==> config.mk <==
export PLATFORM = sky130hd
export DESIGN_NAME = spiclk_gen
export DESIGN_NICKNAME = d
export VERILOG_FILES = /design/src/rtl/spiclk_pkg.sv /design/src/rtl/spiclk_ratio_decode.sv /design/src/rtl/spiclk_half_timer.sv /design/src/rtl/spiclk_strobe_map.sv /design/src/rtl/spiclk_gen.sv
export SDC_FILE = /design/constraint.sdc
export NUM_CORES = 1
export LEC_CHECK = 0
export ABC_AREA = 1
export BUFFER_PORTS_ARGS = -buffer_cell sky130_fd_sc_hd__buf_2
export CAP_MARGIN = 30
export CORE_MARGIN = 10
export CORE_UTILIZATION = 50
export CTS_BUF_LIST = sky130_fd_sc_hd__clkbuf_8
export DETAILED_ROUTE_END_ITERATION = 6
export GPL_ROUTABILITY_DRIVEN = 0
export PLACE_DENSITY = 0.78
export SYNTH_ARGS = -nofsm -noshare
export SYNTH_HDL_FRONTEND = slang
export SYNTH_SLANG_ARGS = --single-unit
==> constraint.sdc <==
create_clock -name clk -period 2.5 [get_ports clk]
set_input_delay 0.25 -clock clk [delete_from_list [all_inputs] [get_ports clk]]
set_output_delay 0.25 -clock clk [all_outputs]
set_load 0.01 [all_outputs]
==> src/rtl/spiclk_pkg.sv <==
// Shared definitions for the stepped SPI clock generator.
// Assumes: mode bits are single flags; widths of the divider live in module parameters.
package spiclk_pkg;

    // Frozen per-transfer clocking mode
    typedef struct packed {
        logic cpol;
        logic cpha;
        logic late;
    } spiclk_mode_t;

    localparam int DEFAULT_CODE_W = 5;

endpackage

==> src/rtl/spiclk_ratio_decode.sv <==
// Turns the non-linear prescale code into the two half-period lengths, minus one.
// Lower half of the code space divides by the code; upper half divides by twice
// the remaining bits. Results below 2 are raised to 2.
// Assumes: CNT_W = CODE_W-1 is enough for the longest half minus one.
module spiclk_ratio_decode #(
    parameter int CODE_W = 5,
    parameter int CNT_W  = CODE_W - 1
) (
    input  logic [CODE_W-1:0] code,
    output logic [CNT_W-1:0]  idle_len_m1,
    output logic [CNT_W-1:0]  act_len_m1
);
    localparam int EXT_W = CODE_W + 1;

    logic [CODE_W-1:0] ratio;
    logic [EXT_W-1:0]  ratio_ext;
    logic [EXT_W-1:0]  idle_len;
    logic [EXT_W-1:0]  act_len;
    logic [EXT_W-1:0]  idle_m1_ext;
    logic [EXT_W-1:0]  act_m1_ext;

    // Map the code to a divide ratio with the minimum clamp
    always_comb begin
        if (code[CODE_W-1]) begin
            ratio = {code[CODE_W-2:0], 1'b0};
        end else begin
            ratio = code;
        end
        if (ratio < CODE_W'(2)) begin
            ratio = CODE_W'(2);
        end
    end

    // Split the ratio: the idle-level half takes the extra cycle of odd ratios
    always_comb begin
        ratio_ext   = {1'b0, ratio};
        idle_len    = (ratio_ext + EXT_W'(1)) >> 1;
        act_len     = ratio_ext >> 1;
        idle_m1_ext = idle_len - EXT_W'(1);
        act_m1_ext  = act_len - EXT_W'(1);
        idle_len_m1 = idle_m1_ext[CNT_W-1:0];
        act_len_m1  = act_m1_ext[CNT_W-1:0];
    end

endmodule

==> src/rtl/spiclk_half_timer.sv <==
// Counts half-periods and toggles the clock phase; emits registered pulses in
// the cycle where the phase goes active (leading) or back to idle (trailing).
// Assumes: the length inputs are stable while run is high.
module spiclk_half_timer #(
    parameter int CNT_W = 4
) (
    input  logic             clk,
    input  logic             rst_n,
    input  logic             run,
    input  logic [CNT_W-1:0] idle_len_m1,
    input  logic [CNT_W-1:0] act_len_m1,
    output logic             active,
    output logic             lead_pulse,
    output logic             trail_pulse
);
    localparam logic [CNT_W-1:0] CNT_MAX = {CNT_W{1'b1}};

    logic [CNT_W-1:0] cnt;

    // Half-period counter, phase flag and edge pulses
    always_ff @(posedge clk) begin
        if (!rst_n) begin
            cnt         <= '0;
            active      <= 1'b0;
            lead_pulse  <= 1'b0;
            trail_pulse <= 1'b0;
        end else if (!run) begin
            cnt         <= idle_len_m1;
            active      <= 1'b0;
            lead_pulse  <= 1'b0;
            trail_pulse <= 1'b0;
        end else if (cnt == '0) begin
            active      <= !active;
            lead_pulse  <= !active;
            trail_pulse <= active;
            cnt         <= active ? idle_len_m1 : act_len_m1;
        end else begin
            cnt         <= cnt - CNT_W'(1);
            lead_pulse  <= 1'b0;
            trail_pulse <= 1'b0;
        end
    end


    edge_excl_chk: assert property (@(posedge clk) disable iff (!rst_n)
        !(lead_pulse && trail_pulse));


    idle_quiet_chk: assert property (@(posedge clk) disable iff (!rst_n)
        !run |=> (!active && !lead_pulse && !trail_pulse));


    lead_spacing_chk: assert property (@(posedge clk) disable iff (!rst_n)
        lead_pulse |=> !lead_pulse);


    cnt_range_chk: assert property (@(posedge clk) disable iff (!rst_n)
        cnt != CNT_MAX);

endmodule

==> src/rtl/spiclk_strobe_map.sv <==
// Routes the leading/trailing edge pulses to launch and capture strobes
// according to phase and the late-capture select.
// Assumes: at most one of the two edge pulses is high in any cycle.
module spiclk_strobe_map (
    input  logic                    clk,
    input  logic                    rst_n,
    input  spiclk_pkg::spiclk_mode_t mode,
    input  logic                    lead_pulse,
    input  logic                    trail_pulse,
    output logic                    shift_stb,
    output logic                    sample_stb
);
    logic sample_on_lead;

    // Pick the edge for each strobe
    always_comb begin
        sample_on_lead = (!mode.cpha) ^ mode.late;
        shift_stb      = mode.cpha ? lead_pulse : trail_pulse;
        sample_stb     = sample_on_lead ? lead_pulse : trail_pulse;
    end


    dual_strobe_chk: assert property (@(posedge clk) disable iff (!rst_n)
        (shift_stb && sample_stb) |-> mode.late);

endmodule

==> src/rtl/spiclk_gen.sv <==
// Stepped SPI serial clock generator: freezes the configuration for the length
// of a transfer, decodes the prescale code, times half-periods and produces
// the serial clock plus launch/capture strobes.
// Assumes: configuration is set at least one cycle before the enable rises.
module spiclk_gen #(
    parameter int CODE_W = spiclk_pkg::DEFAULT_CODE_W
) (
    input  logic              clk,
    input  logic              rst_n,
    input  logic [CODE_W-1:0] cfg_prescale,
    input  logic              cfg_cpol,
    input  logic              cfg_cpha,
    input  logic              cfg_late_capture,
    input  logic              xfer_en,
    output logic              sclk,
    output logic              shift_stb,
    output logic              sample_stb
);
    import spiclk_pkg::*;

    localparam int CNT_W = CODE_W - 1;

    logic [CODE_W-1:0] code_q;
    spiclk_mode_t      mode_q;
    logic [CODE_W-1:0] code_eff;
    logic [CNT_W-1:0]  idle_len_m1;
    logic [CNT_W-1:0]  act_len_m1;
    logic              active;
    logic              lead_pulse;
    logic              trail_pulse;

    // Capture configuration while idle, hold it during a transfer
    always_ff @(posedge clk) begin
        if (!rst_n) begin
            code_q <= '0;
            mode_q <= '0;
        end else if (!xfer_en) begin
            code_q      <= cfg_prescale;
            mode_q.cpol <= cfg_cpol;
            mode_q.cpha <= cfg_cpha;
            mode_q.late <= cfg_late_capture;
        end
    end

    // Idle preload uses the live code, a running transfer the frozen one
    always_comb begin
        code_eff = xfer_en ? code_q : cfg_prescale;
    end

    spiclk_ratio_decode #(
        .CODE_W(CODE_W),
        .CNT_W (CNT_W)
    ) i_decode (
        .code       (code_eff),
        .idle_len_m1(idle_len_m1),
        .act_len_m1 (act_len_m1)
    );

    spiclk_half_timer #(
        .CNT_W(CNT_W)
    ) i_timer (
        .clk        (clk),
        .rst_n      (rst_n),
        .run        (xfer_en),
        .idle_len_m1(idle_len_m1),
        .act_len_m1 (act_len_m1),
        .active     (active),
        .lead_pulse (lead_pulse),
        .trail_pulse(trail_pulse)
    );

    spiclk_strobe_map i_map (
        .clk        (clk),
        .rst_n      (rst_n),
        .mode       (mode_q),
        .lead_pulse (lead_pulse),
        .trail_pulse(trail_pulse),
        .shift_stb  (shift_stb),
        .sample_stb (sample_stb)
    );

    // Serial clock: phase flag seen through the frozen polarity
    always_comb begin
        sclk = active ^ mode_q.cpol;
    end


    strobe_en_chk: assert property (@(posedge clk) disable iff (!rst_n)
        (shift_stb || sample_stb) |-> $past(xfer_en));


    frozen_cfg_chk: assert property (@(posedge clk) disable iff (!rst_n)
        (xfer_en && $past(xfer_en)) |-> ($stable(code_q) && $stable(mode_q)));

endmodule

=== Word-level counts from Yosys, hierarchy flattened ===
Index checks and enable logic that the tools add are counted.
Widths: inputs -> output; s select.

* Flip-flop bits (word level): 15
* Latch bits: 0
* Memory bits (writable): 0
* ROM bits: 0
* Logic and storage cells: 28
* Memories kept: 0

* Add/sub/neg operators: 4
* Multiply operators: 0
* Div/mod/pow operators: 0
* Magnitude comparators: 1
* Eq/ne operators: 0
* Shifts and indexed selects: 0
* Muxes and demuxes: 8
* Bitwise logic cells: 2
* Reduce and logical (&&, ||, !) cells: 5

{| class="wikitable"
|+ Operators with widths
! kind !! number
|-
| $mux 5 || 3
|-
| $mux 4 || 3
|-
| $sub 4x1->4 const B || 3
|-
| $add 5x1->5 const B || 1
|-
| $lt 5x2->1 const B || 1
|-
| $logic_not 4->1 || 1
|-
| $reduce_and 3->1 || 1
|-
| $logic_not 1->1 || 2
|-
| $mux 1 || 2
|-
| $reduce_and 2->1 || 1
|-
| $xor 1x1->1 || 2
|}

=== Depth between registers and ports, before layout ===
* Word-level depth: 9
* Depth in mapped cells: 17
* Mapped depth without buffers: 16

=== Modules after synthesis ===
Synthesis repeated with hierarchy kept, for this count alone.

* Cells, all modules: 178
* Area, all modules: 1189.9 sq um

{| class="wikitable"
|+ By module, submodules not included
! module !! instances !! cells an instance !! area each (sq um) !! sequential area each (sq um)
|-
| spiclk_gen || 1 || 56 || 391.6 || 160.2
|-
| spiclk_half_timer || 1 || 57 || 385.4 || 140.1
|-
| spiclk_ratio_decode || 1 || 53 || 365.4 || 0.0
|-
| spiclk_strobe_map || 1 || 12 || 47.5 || 0.0
|}

=== Worst setup path after synthesis ===
Ideal clock, no wire load.

* Path kind: input port to flip-flop
* From: input xfer_en
* To: register i_timer.cnt[2]
* Data arrival time: 1655 ps
* Path slack: 732 ps
* Stages on the path: 16
* Cells stage by stage: inv_2 -> buf_6 -> nand2_1 -> nand2_2 -> nand2_2 -> nand2_4 -> nand3_4 -> nand2_4 -> inv_1 -> ha_1 -> inv_1 -> nor2_1 -> o31ai_1 -> a21oi_1 -> o21ai_1 -> inv_1

* Word-level cells in the longest chain between the ends: 9
* Elaborated cells between the ends (all ways): 10

{| class="wikitable"
|+ Ends and longest elaborated chain
! what !! line !! RTL
|-
| from (decl) || spiclk_gen.sv:14 || <nowiki>input logic xfer_en,</nowiki>
|-
| $mux 5 || -- ||
|-
| $mux 5 || spiclk_ratio_decode.sv:24 || <nowiki>if (code[CODE_W-1]) begin</nowiki>
|-
| $lt 5x2->1 || spiclk_ratio_decode.sv:29 || <nowiki>if (ratio < CODE_W'(2)) begin</nowiki>
|-
| $mux 5 || spiclk_ratio_decode.sv:29 ||
|-
| $add 5x1->5 || spiclk_ratio_decode.sv:37 || <nowiki>idle_len = (ratio_ext + EXT_W'(1)) >> 1;</nowiki>
|-
| $sub 4x1->4 || spiclk_ratio_decode.sv:39 || <nowiki>idle_m1_ext = idle_len - EXT_W'(1);</nowiki>
|-
| $mux 4 || spiclk_half_timer.sv:36 || <nowiki>cnt <= active ? idle_len_m1 : act_len_m1;</nowiki>
|-
| $mux 4 || spiclk_half_timer.sv:32 || <nowiki>end else if (cnt == '0) begin</nowiki>
|-
| $mux 4 * || spiclk_half_timer.sv:27 || <nowiki>end else if (!run) begin</nowiki>
|-
| to (signal assigned) || spiclk_half_timer.sv:28 || <nowiki>cnt <= idle_len_m1;</nowiki>
|-
| to (signal assigned) || spiclk_half_timer.sv:36 ||
|-
| to (signal assigned) || spiclk_half_timer.sv:38 || <nowiki>cnt <= cnt - CNT_W'(1);</nowiki>
|-
| to (decl) || spiclk_half_timer.sv:18 || <nowiki>logic [CNT_W-1:0] cnt;</nowiki>
|}

Mark *: on every way between the ends. The rest lies on a longest branch, timed or not.
A chain may end at the register's enable or synchronous reset.

=== Worst setup path in the final report ===
Ends and elaborated chain as after synthesis.

==> results.rst <==
.. list-table::
   :header-rows: 1

   * - Metric
     - Value
   * - Starting DRC count in detailed routing
     - 56
   * - Worst hold-check path type
     - primary input to flip-flop
   * - CTS HTree Levels
     - 1
   * - Share of Yosys cell area claimed by the top area cell type
     - 27.7%
   * - Cell area power density
     - 629 nW/um2
   * - Number of max-capacitance violations reported
     - 0
   * - Maximum net fanout on the critical path
     - 15
   * - Synthesized area per cell
     - 6.64 um2
   * - Area growth from synthesis to final layout
     - 11.6%
   * - Aggregate routed wire length
     - 2.30 mm
   * - Capture point of the worst reg-to-reg path
     - i_timer.cnt[2]
   * - Number of warnings printed during yosys synthesis
     - 0
   * - Part of the Yosys area used for sequential elements
     - 27.7%
   * - Global-route usage over all layers
     - 10.8%
   * - Fin. Hold Viols
     - 0
   * - Number of antenna violations at the first check in global routing
     - 0
   * - Number of cells upsized or downsized after cts
     - 0
   * - WP data required
     - 2.65 ns
   * - Worst min-delay path startpoint
     - cfg_cpol
   * - Most common library cell in the layout ignoring fill and taps
     - sky130_fd_sc_hd__nand2_1
   * - Capture endpoint of the worst hold path
     - mode_q[2]
   * - Post-detailed-route wirelength per cell
     - 11.2 um
   * - Via density per instance
     - 4.98
   * - Number of global-route vias before repair
     - 892
   * - Floorplan row count
     - 16
   * - Max Clk Rate
     - 507 MHz
   * - Post-synth design cell area
     - 1080 um2
   * - Clock latency on the worst-skew pair
     - 0.25 ns
   * - Setup tns final
     - 0 ns
   * - Max Root-Sink Buffers
     - 2
   * - Result of the run
     - finished, final reports clean
   * - CTS tree
     - yes
   * - Number of register bits inferred by synthesis
     - 15
   * - Effective utilization at floorplan
     - 54.1%
   * - Global-route congestion overflow total
     - 0
   * - GR Util met2
     - 17.8%
   * - Worst slew margin
     - 78.8%
   * - Number of port buffers
     - 13
   * - R2r setup slk
     - 0.60 ns
   * - Synth Instances
     - 163
   * - Category of the critical setup timing path
     - primary input to flip-flop
   * - Global routing met3 resource utilization
     - 1.51%
   * - Wire length of the first global-routing pass
     - 3.82 mm
   * - # hold bufs at CTS
     - 0
   * - Fin crit period
     - 1.97 ns
   * - Measured slew at the worst slew-check pin
     - 0.317 ns
   * - Top Ports
     - 14
   * - Post-synth top area cell
     - sky130_fd_sc_hd__dfxtp_1
   * - Number of nets in the final layout
     - 194
   * - Power consumption
     - 759 uW
   * - Clock slew at the register clock pins of the worst setup and hold paths
     - 0.06 ns
   * - Number of vias after detailed routing
     - 1020
   * - Distinct cell type count after synthesis
     - 26
   * - Clock buffers created by TritonCTS
     - 3
   * - Crit Reg-Reg Startpoint
     - code_q[4]
   * - Die height
     - 66.5 um
   * - Setup crit end kind
     - flip-flop
   * - Peak supply drop
     - 0.000282 V
   * - Die extent in x
     - 66.5 um
   * - Reg2reg path depth
     - 14
   * - Leak pwr
     - 0.000637 uW
   * - GR Layer Usage met1
     - 12.5%
   * - CORE AREA
     - 2000 um2
   * - Number of sinks handled by clock tree synthesis
     - 15
   * - Routing layer with the top usage in global route
     - met2
   * - Layout fillers
     - 178
   * - First-pass detailed-route iteration total
     - 4
   * - Share of cells above drive strength 1
     - 22.5%
   * - Total die area
     - 4430 um2
   * - Endpoint arrival time on the critical path
     - 2.13 ns
   * - Final Max Tran Viols
     - 0
   * - Highest-count cells in the layout ignoring fill and taps
     - sky130_fd_sc_hd__nand2_1, sky130_fd_sc_hd__inv_1, sky130_fd_sc_hd__nor2_1
   * - Count of antenna-violating nets left after detailed routing
     - 0
   * - Part of the cycle the worst path needs
     - 79.0%
   * - Net count after synthesis
     - 178
   * - Post-CTS Repair Setup Buffers
     - 0
   * - RSZ-0062 raised after global routing
     - false
   * - Worst-case clock skew
     - 0.00120 ns
   * - Number of failing setup endpoints in the final timing report
     - 0
   * - Maximum number of pins on one net before global-route repair
     - 16
   * - Leading post-synthesis cells by cell area
     - sky130_fd_sc_hd__dfxtp_1, sky130_fd_sc_hd__nand2_1, sky130_fd_sc_hd__inv_1, sky130_fd_sc_hd__nor2_1, sky130_fd_sc_hd__nand2_2
   * - DRC violation count after routing
     - 0
   * - Critical Path Start Type
     - primary input
   * - Diode insertion count for antenna repair
     - 0
   * - Estimated wirelength of the detail-placed design
     - 1.82 mm
   * - Cell chosen for the clock root
     - sky130_fd_sc_hd__clkbuf_8
   * - Hold-critical path depth
     - 3
==> how the worst max path moves through the flow <==
stage | cells past startpoint | startpoint | slack (ns) | to
6_report | 16 | xfer_en | 0.53 | i_timer.cnt[2]
5_1_grt | 16 | xfer_en | 0.31 | i_timer.cnt[2]
3_3_place_gp | 16 | xfer_en | 0.33 | i_timer.cnt[2]
2_1_floorplan | 16 | xfer_en | 0.73 | i_timer.cnt[2]
4_1_cts | 16 | xfer_en | 0.54 | i_timer.cnt[2]
3_5_place_dp | 16 | xfer_en | 0.27 | i_timer.cnt[2]
==> where the power goes <==
group,switching (uW),internal (uW),leakage [uW]
registers,15.5,266,0.000124
logic,181,99.5,0.000486
clock network,88.9,109,0.0000269
==> cell type report <==
cell class	count	area (um2)	share of cell area [%]
clock inverter	1	3.75	0.311
inverter	28	105	8.70
clock buffer	3	41.3	3.42
multi-input combinational	118	658	54.5
tap	27	33.8	2.80
timing repair buffer	13	65.1	5.39
sequential	15	300	24.9
==> cell usage after synthesis <==
library cell and instances:
sky130_fd_sc_hd__buf_6 1, sky130_fd_sc_hd__o21ai_4 1, sky130_fd_sc_hd__a21oi_2 2, sky130_fd_sc_hd__o31ai_1 1
sky130_fd_sc_hd__nand4_1 3, sky130_fd_sc_hd__a21oi_1 5, sky130_fd_sc_hd__o21ai_0 7, sky130_fd_sc_hd__inv_2 3
sky130_fd_sc_hd__nand3_1 7, sky130_fd_sc_hd__nor3_1 1, sky130_fd_sc_hd__nand2_4 5, sky130_fd_sc_hd__nand2_1 39
sky130_fd_sc_hd__nand2_2 10, sky130_fd_sc_hd__inv_1 25, sky130_fd_sc_hd__nor2_4 1, sky130_fd_sc_hd__nand3_4 2
sky130_fd_sc_hd__xor2_1 1, sky130_fd_sc_hd__nor2_1 23, sky130_fd_sc_hd__dfxtp_1 15, sky130_fd_sc_hd__ha_1 4
sky130_fd_sc_hd__a211oi_1 1, sky130_fd_sc_hd__xnor2_1 1, sky130_fd_sc_hd__o22ai_1 1, sky130_fd_sc_hd__o21ai_1 2
sky130_fd_sc_hd__buf_4 1, sky130_fd_sc_hd__a22o_1 1
==> metrics by stage <==
stage               area [um2]  hold slack (ns)  std cells  utilization, %  setup slack, ns
floorplan                 1080            0.386        163               -            0.732
global placement          1160            0.500        201            58.1            0.325
detailed placement        1160            0.505        201            58.1            0.269
CTS                       1210            0.247        205            60.3            0.537
global route              1210            0.258        205            60.3            0.311
finish                    1210            0.242        205            60.3            0.526
==> sequential cells by signal (all words and copies together) (netlist names) <==
| name | count |
|---|---|
| code_q | 5 |
| i_timer.active | 1 |
| i_timer.cnt | 4 |
| i_timer.lead_pulse | 1 |
| mode_q | 3 |
| i_timer.trail_pulse | 1 |
==> worst max-delay path, stage by stage <==
cell and delay [ns]:
sky130_fd_sc_hd__buf_2 0.19, sky130_fd_sc_hd__inv_2 0.20, sky130_fd_sc_hd__nand2_1 0.09, sky130_fd_sc_hd__nand2_2 0.16, sky130_fd_sc_hd__nand2_2 0.10, sky130_fd_sc_hd__nand2_4 0.11
sky130_fd_sc_hd__nand3_4 0.14, sky130_fd_sc_hd__nand2_4 0.13, sky130_fd_sc_hd__inv_1 0.05, sky130_fd_sc_hd__ha_1 0.18, sky130_fd_sc_hd__inv_1 0.05, sky130_fd_sc_hd__nor2_1 0.04
sky130_fd_sc_hd__o31ai_1 0.23, sky130_fd_sc_hd__a21oi_1 0.09, sky130_fd_sc_hd__o21ai_1 0.08, sky130_fd_sc_hd__inv_1 0.04
==> cell families after synthesis <==
logic type                 synth area share [%]
AOI/OAI and AO/OA                          12.4
xor gates and xnor gates                   1.62
adders and majority gates                  4.62
buffers and inverters                      11.4
DFF                                        27.7
and+or+nand+nor                            42.2
==> routing by layer <==
metal | part of all wire [%] | routed length [um] | up-vias
met1 | 46 | 1050 | 460
met4 | 2.7 | 62 | 0
li1 | - | - | 536
met3 | 5.4 | 125 | 5
met5 | 0 | 0 | -
met2 | 46 | 1060 | 19
No activity file was read; power rests on OpenSTA's default activity.
